==> src/rtl/ipg_pkg.sv <==
package ipg_pkg;
    typedef enum logic {
        SPD_FULL = 1'b0,
        SPD_HIGH = 1'b1
    } speed_e;

    localparam int unsigned NUM_SPEEDS = 2;
endpackage

==> src/rtl/ipg_gap_select.sv <==
module ipg_gap_select #(
    parameter int unsigned W      = 8,
    parameter int unsigned DEF_HS = 8,
    parameter int unsigned DEF_FS = 12
) (
    input  logic           host_en_i,
    input  ipg_pkg::speed_e speed_i,
    input  logic [W-1:0]   fs_ovr_i,
    input  logic [W-1:0]   hs_ovr_i,
    output logic [W-1:0]   gap_o
);
    localparam int unsigned N = ipg_pkg::NUM_SPEEDS;

    logic [W-1:0] ovr  [N];
    logic [W-1:0] pick [N];

    assign ovr[0] = fs_ovr_i;
    assign ovr[1] = hs_ovr_i;

    for (genvar i = 0; i < N; i++) begin : g_speed
        localparam logic [W-1:0] DEF_V = (i == 1) ? W'(DEF_HS) : W'(DEF_FS);
        always_comb begin
            if (host_en_i && (ovr[i] != '0)) begin
                pick[i] = ovr[i];
            end else begin
                pick[i] = DEF_V;
            end
        end
    end

    assign gap_o = (speed_i == ipg_pkg::SPD_HIGH) ? pick[1] : pick[0];
endmodule

==> src/rtl/ipg_gap_counter.sv <==
module ipg_gap_counter #(
    parameter int unsigned W = 8
) (
    input  logic         clk,
    input  logic         rst_n,
    input  logic         start_i,
    input  logic [W-1:0] gap_i,
    output logic         busy_o,
    output logic [W-1:0] cnt_o,
    output logic [W-1:0] gap_o
);
    typedef struct packed {
        logic         busy;
        logic [W-1:0] cnt;
        logic [W-1:0] gap;
    } cnt_state_t;

    cnt_state_t st_d, st_q;

    always_comb begin
        st_d = st_q;
        if (start_i) begin
            st_d.busy = 1'b1;
            st_d.cnt  = W'(1);
            st_d.gap  = gap_i;
        end else if (st_q.busy) begin
            if (st_q.cnt >= st_q.gap) begin
                st_d.busy = 1'b0;
            end else begin
                st_d.cnt = st_q.cnt + W'(1);
            end
        end
    end

    always_ff @(posedge clk or negedge rst_n) begin
        if (!rst_n) begin
            st_q <= '0;
        end else begin
            st_q <= st_d;
        end
    end

    assign busy_o = st_q.busy;
    assign cnt_o  = st_q.cnt;
    assign gap_o  = st_q.gap;
endmodule

==> src/rtl/ipg_lc_gate.sv <==
module ipg_lc_gate #(
    parameter int unsigned W = 8
) (
    input  logic         host_en_i,
    input  logic [W-1:0] hs_ovr_i,
    input  logic         lc_dis_cfg_i,
    output logic         lc_dis_o
);
    logic hs_forced;

    always_comb begin
        hs_forced = host_en_i && (hs_ovr_i != '0);
        lc_dis_o  = hs_forced ? 1'b0 : lc_dis_cfg_i;
    end
endmodule

==> src/rtl/ipg_timer.sv <==
module ipg_timer #(
    parameter int unsigned GAP_W  = 8,
    parameter int unsigned DEF_HS = 8,
    parameter int unsigned DEF_FS = 12
) (
    input  logic             clk,
    input  logic             rst_n,
    input  logic             tx_end_i,
    input  logic             hs_speed_i,
    input  logic             host_en_i,
    input  logic [GAP_W-1:0] fs_ovr_i,
    input  logic [GAP_W-1:0] hs_ovr_i,
    input  logic             lc_dis_cfg_i,
    output logic             tx_allowed_o,
    output logic             linechk_dis_o
);
    ipg_pkg::speed_e  speed;
    logic [GAP_W-1:0] gap_sel;
    logic             busy_q;
    logic [GAP_W-1:0] cnt_q;
    logic [GAP_W-1:0] gap_q;

    assign speed = hs_speed_i ? ipg_pkg::SPD_HIGH : ipg_pkg::SPD_FULL;

    ipg_gap_select #(
        .W      (GAP_W),
        .DEF_HS (DEF_HS),
        .DEF_FS (DEF_FS)
    ) u_sel (
        .host_en_i (host_en_i),
        .speed_i   (speed),
        .fs_ovr_i  (fs_ovr_i),
        .hs_ovr_i  (hs_ovr_i),
        .gap_o     (gap_sel)
    );

    ipg_gap_counter #(
        .W (GAP_W)
    ) u_cnt (
        .clk     (clk),
        .rst_n   (rst_n),
        .start_i (tx_end_i),
        .gap_i   (gap_sel),
        .busy_o  (busy_q),
        .cnt_o   (cnt_q),
        .gap_o   (gap_q)
    );

    ipg_lc_gate #(
        .W (GAP_W)
    ) u_lc (
        .host_en_i    (host_en_i),
        .hs_ovr_i     (hs_ovr_i),
        .lc_dis_cfg_i (lc_dis_cfg_i),
        .lc_dis_o     (linechk_dis_o)
    );

    assign tx_allowed_o = !busy_q;
endmodule

==> config.mk <==
export PLATFORM = sky130hd
export DESIGN_NAME = ipg_timer
export DESIGN_NICKNAME = d
export VERILOG_FILES = /design/src/rtl/ipg_pkg.sv /design/src/rtl/ipg_gap_select.sv /design/src/rtl/ipg_gap_counter.sv /design/src/rtl/ipg_lc_gate.sv /design/src/rtl/ipg_timer.sv
export SDC_FILE = /design/constraint.sdc
export NUM_CORES = 1
export LEC_CHECK = 0
export CAP_MARGIN = 20
export CORE_MARGIN = 2
export CORE_UTILIZATION = 57
export CTS_BUF_LIST = sky130_fd_sc_hd__clkbuf_4 sky130_fd_sc_hd__clkbuf_8
export CTS_CLUSTER_SIZE = 16
export DETAILED_ROUTE_END_ITERATION = 8
export PLACE_DENSITY = 0.87
export SYNTH_ARGS = -nofsm -noshare
export SYNTH_HDL_FRONTEND = slang
export SYNTH_HIERARCHICAL = 1
export SYNTH_SLANG_ARGS = --single-unit
==> constraint.sdc <==
create_clock -name clk -period 5 [get_ports clk]
set_input_delay 1 -clock clk [delete_from_list [all_inputs] [get_ports clk]]
set_output_delay 1 -clock clk [all_outputs]
set_load 0.05 [all_outputs]
==> results of run 1 <==
## area by class of cell
class,instances,area share [%]
inverters,12,3.087
clock buffers,4,2.058
flip-flops and latches,17,29.16
repair buffers,24,16.30
multi-input cells,95,47.08
well taps,27,2.316
## per-stage QoR
step / total power, W / area, um2 / std cells
6_report: 0.0003904 / 1459 / 179
5_1_grt: 0.0004194 / 1459 / 179
4_1_cts: 0.0003920 / 1459 / 179
3_5_place_dp: 0.0003108 / 1429 / 175
3_3_place_gp: 0.0003018 / 1429 / 175
2_1_floorplan: 0.0002675 / 1207 / 131
## cell families after synthesis
kind of cell | after synthesis
AND/OR/NAND/NOR | 47
buffers and inverters | 19
multiplexers | 8
AO/OA/AOI/OAI | 31
adder cells (fa/ha/maj) | 9
flip-flops | 17
## worst max-delay path by stage
stage                            from             to  slack, ns  depth (start not counted)
after detailed placement  hs_ovr_i[0]  linechk_dis_o       1.23                          5
after floorplan           hs_ovr_i[1]  linechk_dis_o       1.90                          3
after CTS                 hs_ovr_i[1]  linechk_dis_o       1.23                          5
after global routing      hs_ovr_i[1]  linechk_dis_o       1.12                          5
final                     hs_ovr_i[0]  linechk_dis_o       1.20                          5
after global placement    hs_ovr_i[7]  linechk_dis_o       1.26                          5
## worst reg2reg max path, cell delays in order, from the launching register on
cell      delay (ns)
dfrtp_1         0.43
ha_1            0.28
or3_1           0.35
a21oi_1         0.13
a211oi_1        0.07
buf_4           0.19
nor4_1          0.32
mux2_2          0.37
## power by group through the flow
stage                     clock (W)  combinational (W)  sequential [W]
after floorplan                   0          0.0000989        0.000169
after CTS                 0.0000825           0.000139        0.000171
after global routing      0.0000885           0.000157        0.000174
after detailed placement          0           0.000137        0.000174
final                     0.0000802           0.000140        0.000170
after global placement            0           0.000130        0.000172
## cells in the mapped netlist (all sizes together), types with 3 or more instances
| cell type | instances |
|---|---|
| a211oi | 4 |
| a21oi | 5 |
| buf | 4 |
| clkbuf | 3 |
| dfrtp | 17 |
| ha | 9 |
| inv | 12 |
| mux2i | 6 |
| nand2 | 14 |
| nand2b | 3 |
| nor2 | 3 |
| nor2b | 7 |
| nor3 | 3 |
| nor4 | 7 |
| o21ai | 9 |
| o41ai | 3 |
## state kept, by name (all words and copies together) (netlist names)
| name | count |
|---|---|
| u_cnt/busy_o | 1 |
| u_cnt/cnt_o | 8 |
| u_cnt/gap_o | 8 |
## routing by layer
layer  up-vias  wire [um]  part of all wire (%)  GRT usage [%]
li1        515          -                     -              -
met1       511       1221                    47          30.86
met2        17       1288                    49          39.25
met3         2         92                   3.5          6.970
met4         0         12                  0.46          3.241
met5         -          0                     0              0
==> impl_metrics.tcl, run 1 <==
set metrics [dict create \
    status "finished clean" \
    r2r_cells 7 \
    cts_tree "yes" \
    regArea_um2 425.4 \
    gr-total-overflow 0 \
    worst_pin_slew_ns 0.8659 \
    synth.cell_area_um2 1207 \
    min_period_over_period_pct 75.93 \
    synth_area_leaders "dfrtp_1, ha_1, mux2i_1, nand2_1, o21ai_0" \
    hold_depth 2 \
    synth_top_flop_cell "dfrtp_1" \
    postSynthRegisterBits 17 \
    wl_um 2614 \
    critPathKind "in2out" \
    synthSimpleGateAreaFrac_pct 23.01 \
    min-delay-path-class "reg2reg" \
    avgViaCountPerCell 5.838 \
    worstPathCellList "clkdlybuf4s50_1 -> nor4_1 -> nand2_1 -> a21boi_1 -> clkdlybuf4s50_1" \
    post-cts-setup-buffers 0 \
    worstPathRequired_ns 4.00 \
    hp-start "u_cnt/gap_o[5]" \
    synth_edf_count 0 \
    clkTransAtPathRegs_ns 0.09 \
    dieArea_um2 2503 \
    crit_top_cell "clkdlybuf4s50_1" \
    synth_mux_area_share_pct 6.839 \
    synth_area_leader_cell "dfrtp_1" \
    netlist.area_leader.share_pct 35.23 \
    multi_input_area_um2 686.9 \
    first_iter_violations 20 \
    rsz0062_at_grt "false" \
    numCtsBuffers 3 \
    fp-row-count 16 \
    hold_buffers 0 \
    num_antenna_cells 0 \
    r2r_slack_ns 2.74 \
    drv_slew 0 \
    core_um2 1982 \
    final_common_cell "clkdlybuf4s50_1" \
    cp_data_arrival_time_ns 2.80 \
    clock_power_share_pct 20.5 \
    power_density_nw_per_um2 267.6 \
    setup_viol 0 \
    dieWidth_um 50.03 \
    whs_ns 0.5384 \
    ys_types 38 \
    cpPeakStageDelay_ns 0.81 \
    max_slew_margin_pct 42.09 \
    synth_compound_area_share_pct 17.72 \
    clock.fmax_mhz 263.4 \
    final_cell_mix "clkdlybuf4s50_1, dfrtp_1, nand2_1" \
    worstReg2RegStart "u_cnt/cnt_o[2]" \
    gp_congestion 0.8110 \
    port_buffers 23 \
    setup_ws_ns 1.203 \
    route.detailed.wl_per_inst_um 14.60 \
    synth_fp_nets 162 \
    async_reset_ff_share_pct 100.0 \
    cap_violations 0 \
    p_leak_nw 0.6451 \
    num_vias 1045 \
    dp_slack_ns 1.230 \
    yosysSeqAreaShare_pct 35.23 \
    switching_share_pct 33.95 \
    clock_latency_ns 0.29 \
    critPathSlowestCell "clkdlybuf4s50_1" \
    initial_core_util_pct 60.92 \
    drtAntennaViolNets 0 \
    utilization_pct 73.61 \
    place_hpwl_um 1924 \
    nNetsFinal 184 \
    synth.avg_cell_area_um2 9.217 \
    ys_warn_count 6 \
    synth_top_family_by_area "simple AND/OR/NAND/NOR gates" \
    grt_pass1_vias 1056 \
    io_pins 24 \
    power.switching_w 0.0001325 \
    tns_ns 0 \
    drive_gt1_share_pct 8.553 \
    grt_max_degree 27 \
    clock-sinks 17 \
    end_kind "primary output" \
    first_pass_iters 4 \
    fin_skew_ns 0.005552 \
    worstSetupStartpointType "primary input" \
    yosys.area_share.adder_pct 9.326 \
    internal-power_w 0.0002578 \
    synthXorXnorAreaFrac_pct 0 \
    hold_end "u_cnt/gap_o[5]" \
    syn_inst 131 \
    die_h_um 50.03 \
    area_delta_synth_final_pct 20.83 \
    hold_violations 0 \
    crit_buf_inv 2 \
    route.detailed.drc 0 \
    p_seq_share_pct 43.6 \
    cts.path.max_buffers 2 \
    htree_levels 1 \
    grtUsageTotal_pct 23.65 \
    crit_family "buffers and inverters" \
    nFillCells 142 \
    critPathMaxFanout 3 \
    grt_pass1_wl_um 4595 \
    cts_resized 0 \
    irDropWorstVdd_mv 0.2992 \
    p_comb_share_pct 35.8 \
    cts_root_buffer "clkbuf_4" \
    finalCriticalPeriod_ns 3.797 \
    grt_antenna_before_repair 0 \
    r2r_end "u_cnt/cnt_o[7]" \
]
Note: power is estimated with default switching activity, not from simulation.
==> run 2: changes to the inputs <==
--- a/config.mk
+++ b/config.mk
@@ -7,11 +7,11 @@
 export LEC_CHECK = 0
 export CAP_MARGIN = 20
 export CORE_MARGIN = 2
-export CORE_UTILIZATION = 57
+export CORE_UTILIZATION = 48
 export CTS_BUF_LIST = sky130_fd_sc_hd__clkbuf_4 sky130_fd_sc_hd__clkbuf_8
 export CTS_CLUSTER_SIZE = 16
 export DETAILED_ROUTE_END_ITERATION = 8
-export PLACE_DENSITY = 0.87
+export PLACE_DENSITY = 0.78
 export SYNTH_ARGS = -nofsm -noshare
 export SYNTH_HDL_FRONTEND = slang
 export SYNTH_HIERARCHICAL = 1
==> constraint.sdc (replaced) <==
create_clock -name clk -period 3.2 [get_ports clk]
set_input_delay 0.64 -clock clk [delete_from_list [all_inputs] [get_ports clk]]
set_output_delay 0.64 -clock clk [all_outputs]
set_load 0.05 [all_outputs]
==> impl_metrics.tcl, run 2 (same netlist as run 1, synthesis figures left out) <==
set metrics [dict create \
    worstPathRequired_ns 2.56 \
    wl_met2_um 1178 \
    place_area_um2 1438 \
    worstPathCellList "clkdlybuf4s50_1 -> nor4_1 -> nand2_1 -> a21boi_1 -> buf_4" \
    whs_ns 0.5303 \
    cts_root_buffer "clkbuf_4" \
    htree_levels 1 \
    hold_violations 0 \
    gr-total-overflow 0 \
    grt_antenna_before_repair 0 \
    fp-row-count 18 \
    initial_core_util_pct 49.64 \
    maxUsedRoutingLayer "met4" \
    num_antenna_cells 0 \
    power_density_nw_per_um2 411.2 \
    dr_wl_met3_um 85 \
    met1_length_um 1208 \
    critPathSlowestCell "clkdlybuf4s50_1" \
    fin_area_um2 1468 \
    irDropWorstVdd_mv 0.4309 \
    tns_ns 0 \
    cts_tree "yes" \
    worstSetupStartpointType "primary input" \
    first_iter_violations 14 \
    p_leak_nw 0.6514 \
    num_vias 1016 \
    cpPeakStageDelay_ns 0.44 \
    stdcell_count 183 \
    clock.fmax_mhz 401.0 \
    power.total_w 0.0006036 \
    grt_max_degree 20 \
    cap_violations 0 \
    hold_depth 1 \
    min_period_over_period_pct 77.93 \
    status "finished clean" \
    multi_input_area_um2 686.9 \
    critPathMaxFanout 3 \
    r2r_cells 7 \
    fin_skew_ns 0.008248 \
    grtUsageTotal_pct 20.51 \
    setup_viol 0 \
    cp_data_arrival_time_ns 1.85 \
    place_hpwl_um 1966 \
    rsz0062_at_grt "false" \
    core_um2 2432 \
    wl_um 2503 \
    drive_gt1_share_pct 9.804 \
    dp.cells 179 \
    avgViaCountPerCell 5.552 \
    port_buffers 23 \
    final_cell_mix "clkdlybuf4s50_1, dfrtp_1, nand2_1" \
    final_common_cell "clkdlybuf4s50_1" \
    post-cts-setup-buffers 0 \
    clock_latency_ns 0.29 \
    clock-sinks 17 \
    area_delta_synth_final_pct 21.55 \
    die_h_um 54.16 \
    dieWidth_um 54.16 \
    route.detailed.drc 0 \
    gp_congestion 0.8374 \
    cts_resized 0 \
    max_slew_margin_pct 49.83 \
    critPathKind "in2out" \
    cts.path.max_buffers 2 \
    grt_pass1_vias 1006 \
    worst_pin_slew_ns 0.7502 \
    end_kind "primary output" \
    dieArea_um2 2933 \
    drtAntennaViolNets 0 \
    regArea_um2 425.4 \
    route.detailed.wl_per_inst_um 13.68 \
    drv_slew 0 \
    nNetsFinal 185 \
    numCtsBuffers 3 \
    nFillCells 207 \
    finalCriticalPeriod_ns 2.494 \
    grt_pass1_wl_um 4360 \
    min-delay-path-class "reg2reg" \
    io_pins 24 \
    hold_buffers 0 \
    first_pass_iters 4 \
    clkTransAtPathRegs_ns 0.09 \
]
==> run 2: metal layers <==
| metal | global-route usage [%] | vias to the layer above |
|---|---|---|
| met3 | 6.389 | 6 |
| met5 | 0 | - |
| met4 | 5.000 | 0 |
| met2 | 32.73 | 16 |
| li1 | - | 512 |
| met1 | 26.90 | 482 |
==> run 2: critical path: cells and delay by family <==
kind	cells	cell delay [ns]
buffers and inverters	2	0.66
AND/OR/NAND/NOR	2	0.38
AO/OA/AOI/OAI	1	0.17
==> run 2: power breakdown <==
part | total, W | switching, W | leakage [nW] | internal [W]
registers | 0.000265 | 0.0000234 | 0.217 | 0.000242
clock network | 0.000122 | 0.0000651 | 0.0184 | 0.0000569
logic | 0.000216 | 0.000112 | 0.416 | 0.000104
total | 0.000604 | 0.000200 | 0.651 | 0.000403
==> run 2: final timing paths <==
| kind | from | end | slack [ns] |
|---|---|---|---|
| worst max-delay path | hs_ovr_i[1] | linechk_dis_o | 0.71 |
| worst min-delay path | u_cnt/gap_o[0] | u_cnt/gap_o[0] | 0.53 |
| worst max register to register | u_cnt/cnt_o[2] | u_cnt/cnt_o[7] | 0.93 |
| worst min register to register | u_cnt/gap_o[0] | u_cnt/gap_o[0] | 0.53 |
| max in group asynchronous | rst_n | u_cnt/cnt_o[1] | 1.94 |
| min in group asynchronous | rst_n | u_cnt/gap_o[6] | 0.78 |
==> run 2: per-stage QoR <==
stage	utilization [%]	worst slack (ns)
after global routing	60.34	0.5483
after global placement	59.10	0.7756
final	60.34	0.7063
after CTS	60.34	0.7062
after floorplan	-	0.8238
after detailed placement	59.10	0.7150
==> run 2: final cells by class <==
| class | instances | area share [%] |
|---|---|---|
| Timing Repair Buffer | 25 | 16.54 |
| Clock buffer | 4 | 2.046 |
| Tap cell | 30 | 2.558 |
| Multi-Input combinational cell | 95 | 46.80 |
| Inverter | 12 | 3.069 |
| Sequential cell | 17 | 28.99 |
==> run 3: changes to the inputs <==
--- a/config.mk
+++ b/config.mk
@@ -7,11 +7,11 @@
 export LEC_CHECK = 0
 export CAP_MARGIN = 20
 export CORE_MARGIN = 2
-export CORE_UTILIZATION = 48
+export CORE_UTILIZATION = 53
 export CTS_BUF_LIST = sky130_fd_sc_hd__clkbuf_4 sky130_fd_sc_hd__clkbuf_8
 export CTS_CLUSTER_SIZE = 16
 export DETAILED_ROUTE_END_ITERATION = 8
-export PLACE_DENSITY = 0.78
+export PLACE_DENSITY = 0.82
 export SYNTH_ARGS = -nofsm -noshare
 export SYNTH_HDL_FRONTEND = slang
 export SYNTH_HIERARCHICAL = 1
==> constraint.sdc (replaced) <==
create_clock -name clk -period 2.61 [get_ports clk]
set_input_delay 0.522 -clock clk [delete_from_list [all_inputs] [get_ports clk]]
set_output_delay 0.522 -clock clk [all_outputs]
set_load 0.05 [all_outputs]
==> impl_metrics.tcl, run 3 (same netlist as run 1, synthesis figures left out) <==
set metrics [dict create \
    gp_congestion 0.8116 \
    die_h_um 51.73 \
    grt_antenna_before_repair 0 \
    first_pass_iters 4 \
    fp-row-count 17 \
    cts.path.max_buffers 2 \
    cap_violations 0 \
    hold_violations 0 \
    grt_max_degree 18 \
    cpPeakStageDelay_ns 0.45 \
    port_buffers 23 \
    fin_area_um2 1478 \
    core_um2 2191 \
    place_hpwl_um 2008 \
    clkTransAtPathRegs_ns 0.09 \
    wl_um 2529 \
    dieWidth_um 51.73 \
    first_iter_violations 18 \
    nFillCells 179 \
    cts_root_buffer "clkbuf_4" \
    worstPathRequired_ns 2.09 \
    multi_input_area_um2 686.9 \
    p_leak_nw 0.6550 \
    drtAntennaViolNets 0 \
    route.detailed.wl_per_inst_um 13.97 \
    avgViaCountPerCell 5.558 \
    crit_family "buffers and inverters" \
    dieArea_um2 2676 \
    cts_tree "yes" \
    crit_buf_inv 2 \
    whs_ns 0.5292 \
    cts_resized 0 \
    htree_levels 1 \
    tns_ns 0 \
    gr-total-overflow 0 \
    nNetsFinal 185 \
    setup_viol 0 \
    fin_skew_ns 0.005253 \
    finalCriticalPeriod_ns 2.304 \
    status "finished clean" \
    power_density_nw_per_um2 499.1 \
    route.detailed.drc 0 \
    io_pins 24 \
    area_delta_synth_final_pct 22.38 \
    cp_data_arrival_time_ns 1.78 \
    dp.cells 177 \
    rsz0062_at_grt "false" \
    worst_pin_slew_ns 0.7452 \
    numCtsBuffers 3 \
    grtUsageTotal_pct 23.28 \
    num_antenna_cells 0 \
    final_cell_mix "clkdlybuf4s50_1, dfrtp_1, nand2_1" \
    initial_core_util_pct 55.11 \
    clock.fmax_mhz 434.1 \
    post-cts-setup-buffers 0 \
    clock_latency_ns 0.29 \
    min-delay-path-class "reg2reg" \
    num_vias 1006 \
    min_period_over_period_pct 88.26 \
    worstPathCellList "clkdlybuf4s50_1 -> nor4_1 -> nand2_1 -> a21boi_1 -> buf_12" \
    critPathKind "in2out" \
    clock-sinks 17 \
    worstSetupStartpointType "primary input" \
    final_common_cell "clkdlybuf4s50_1" \
    regArea_um2 425.4 \
    critPathMaxFanout 3 \
    max_slew_margin_pct 50.17 \
    irDropWorstVdd_mv 0.4649 \
    stdcell_count 181 \
    drv_slew 0 \
    place_area_um2 1448 \
    critPathSlowestCell "clkdlybuf4s50_1" \
    end_kind "primary output" \
    grt_pass1_wl_um 4685 \
    grt_pass1_vias 1087 \
    hold_buffers 0 \
    drive_gt1_share_pct 9.804 \
]
[run 3: per-layer routing]
metal  vias up  global-route usage, %  routed length (um)
met5         -                      0                   0
met4         0                  7.895                  23
met3         4                  6.322                  83
met2        14                  39.32                1226
met1       473                  28.60                1196
li1        515                      -                   -
[run 3: layout make-up]
cell class                 instances  area share [%]
clock buffer                       4           2.032
multi-input combinational         95           46.49
timing repair buffer              25           17.27
inverter                          12           3.048
tap                               28           2.371
sequential                        17           28.79
[run 3: worst reg2reg max path, delay by kind of cell, from the launching register on]
kind	cells	cell delay, ns
adders and majority gates	1	0.28
muxes	1	0.38
buffers and inverters	1	0.18
DFF	1	0.43
AOI/OAI and AO/OA	2	0.19
and+or+nand+nor	2	0.69
[run 3: where the power goes]
group	internal, W	switching (W)
clock network	0.0000699	0.0000808
logic	0.000129	0.000134
registers	0.000297	0.0000276
[run 3: worst paths after layout]
| path | start | to | slack [ns] | cells after the start |
|---|---|---|---|---|
| max reg2reg | u_cnt/cnt_o[2] | u_cnt/cnt_o[7] | 0.37 | 7 |
| min | u_cnt/gap_o[0] | u_cnt/gap_o[0] | 0.53 | 1 |
| min in group asynchronous | rst_n | u_cnt/gap_o[7] | 0.66 | 1 |
| max in group asynchronous | rst_n | u_cnt/cnt_o[1] | 1.48 | 1 |
| max | hs_ovr_i[7] | linechk_dis_o | 0.31 | 5 |
| min reg2reg | u_cnt/gap_o[0] | u_cnt/gap_o[0] | 0.53 | 1 |
[run 3: metrics by stage]
stage	worst slack (ns)	util (%)	power, W
finish	0.3063	67.45	0.0007375
global placement	0.3599	66.08	0.0005815
floorplan	0.4698	-	0.0005125
CTS	0.3037	67.45	0.0007480
global route	0.2113	67.45	0.0007970
detailed placement	0.2992	66.08	0.0005936
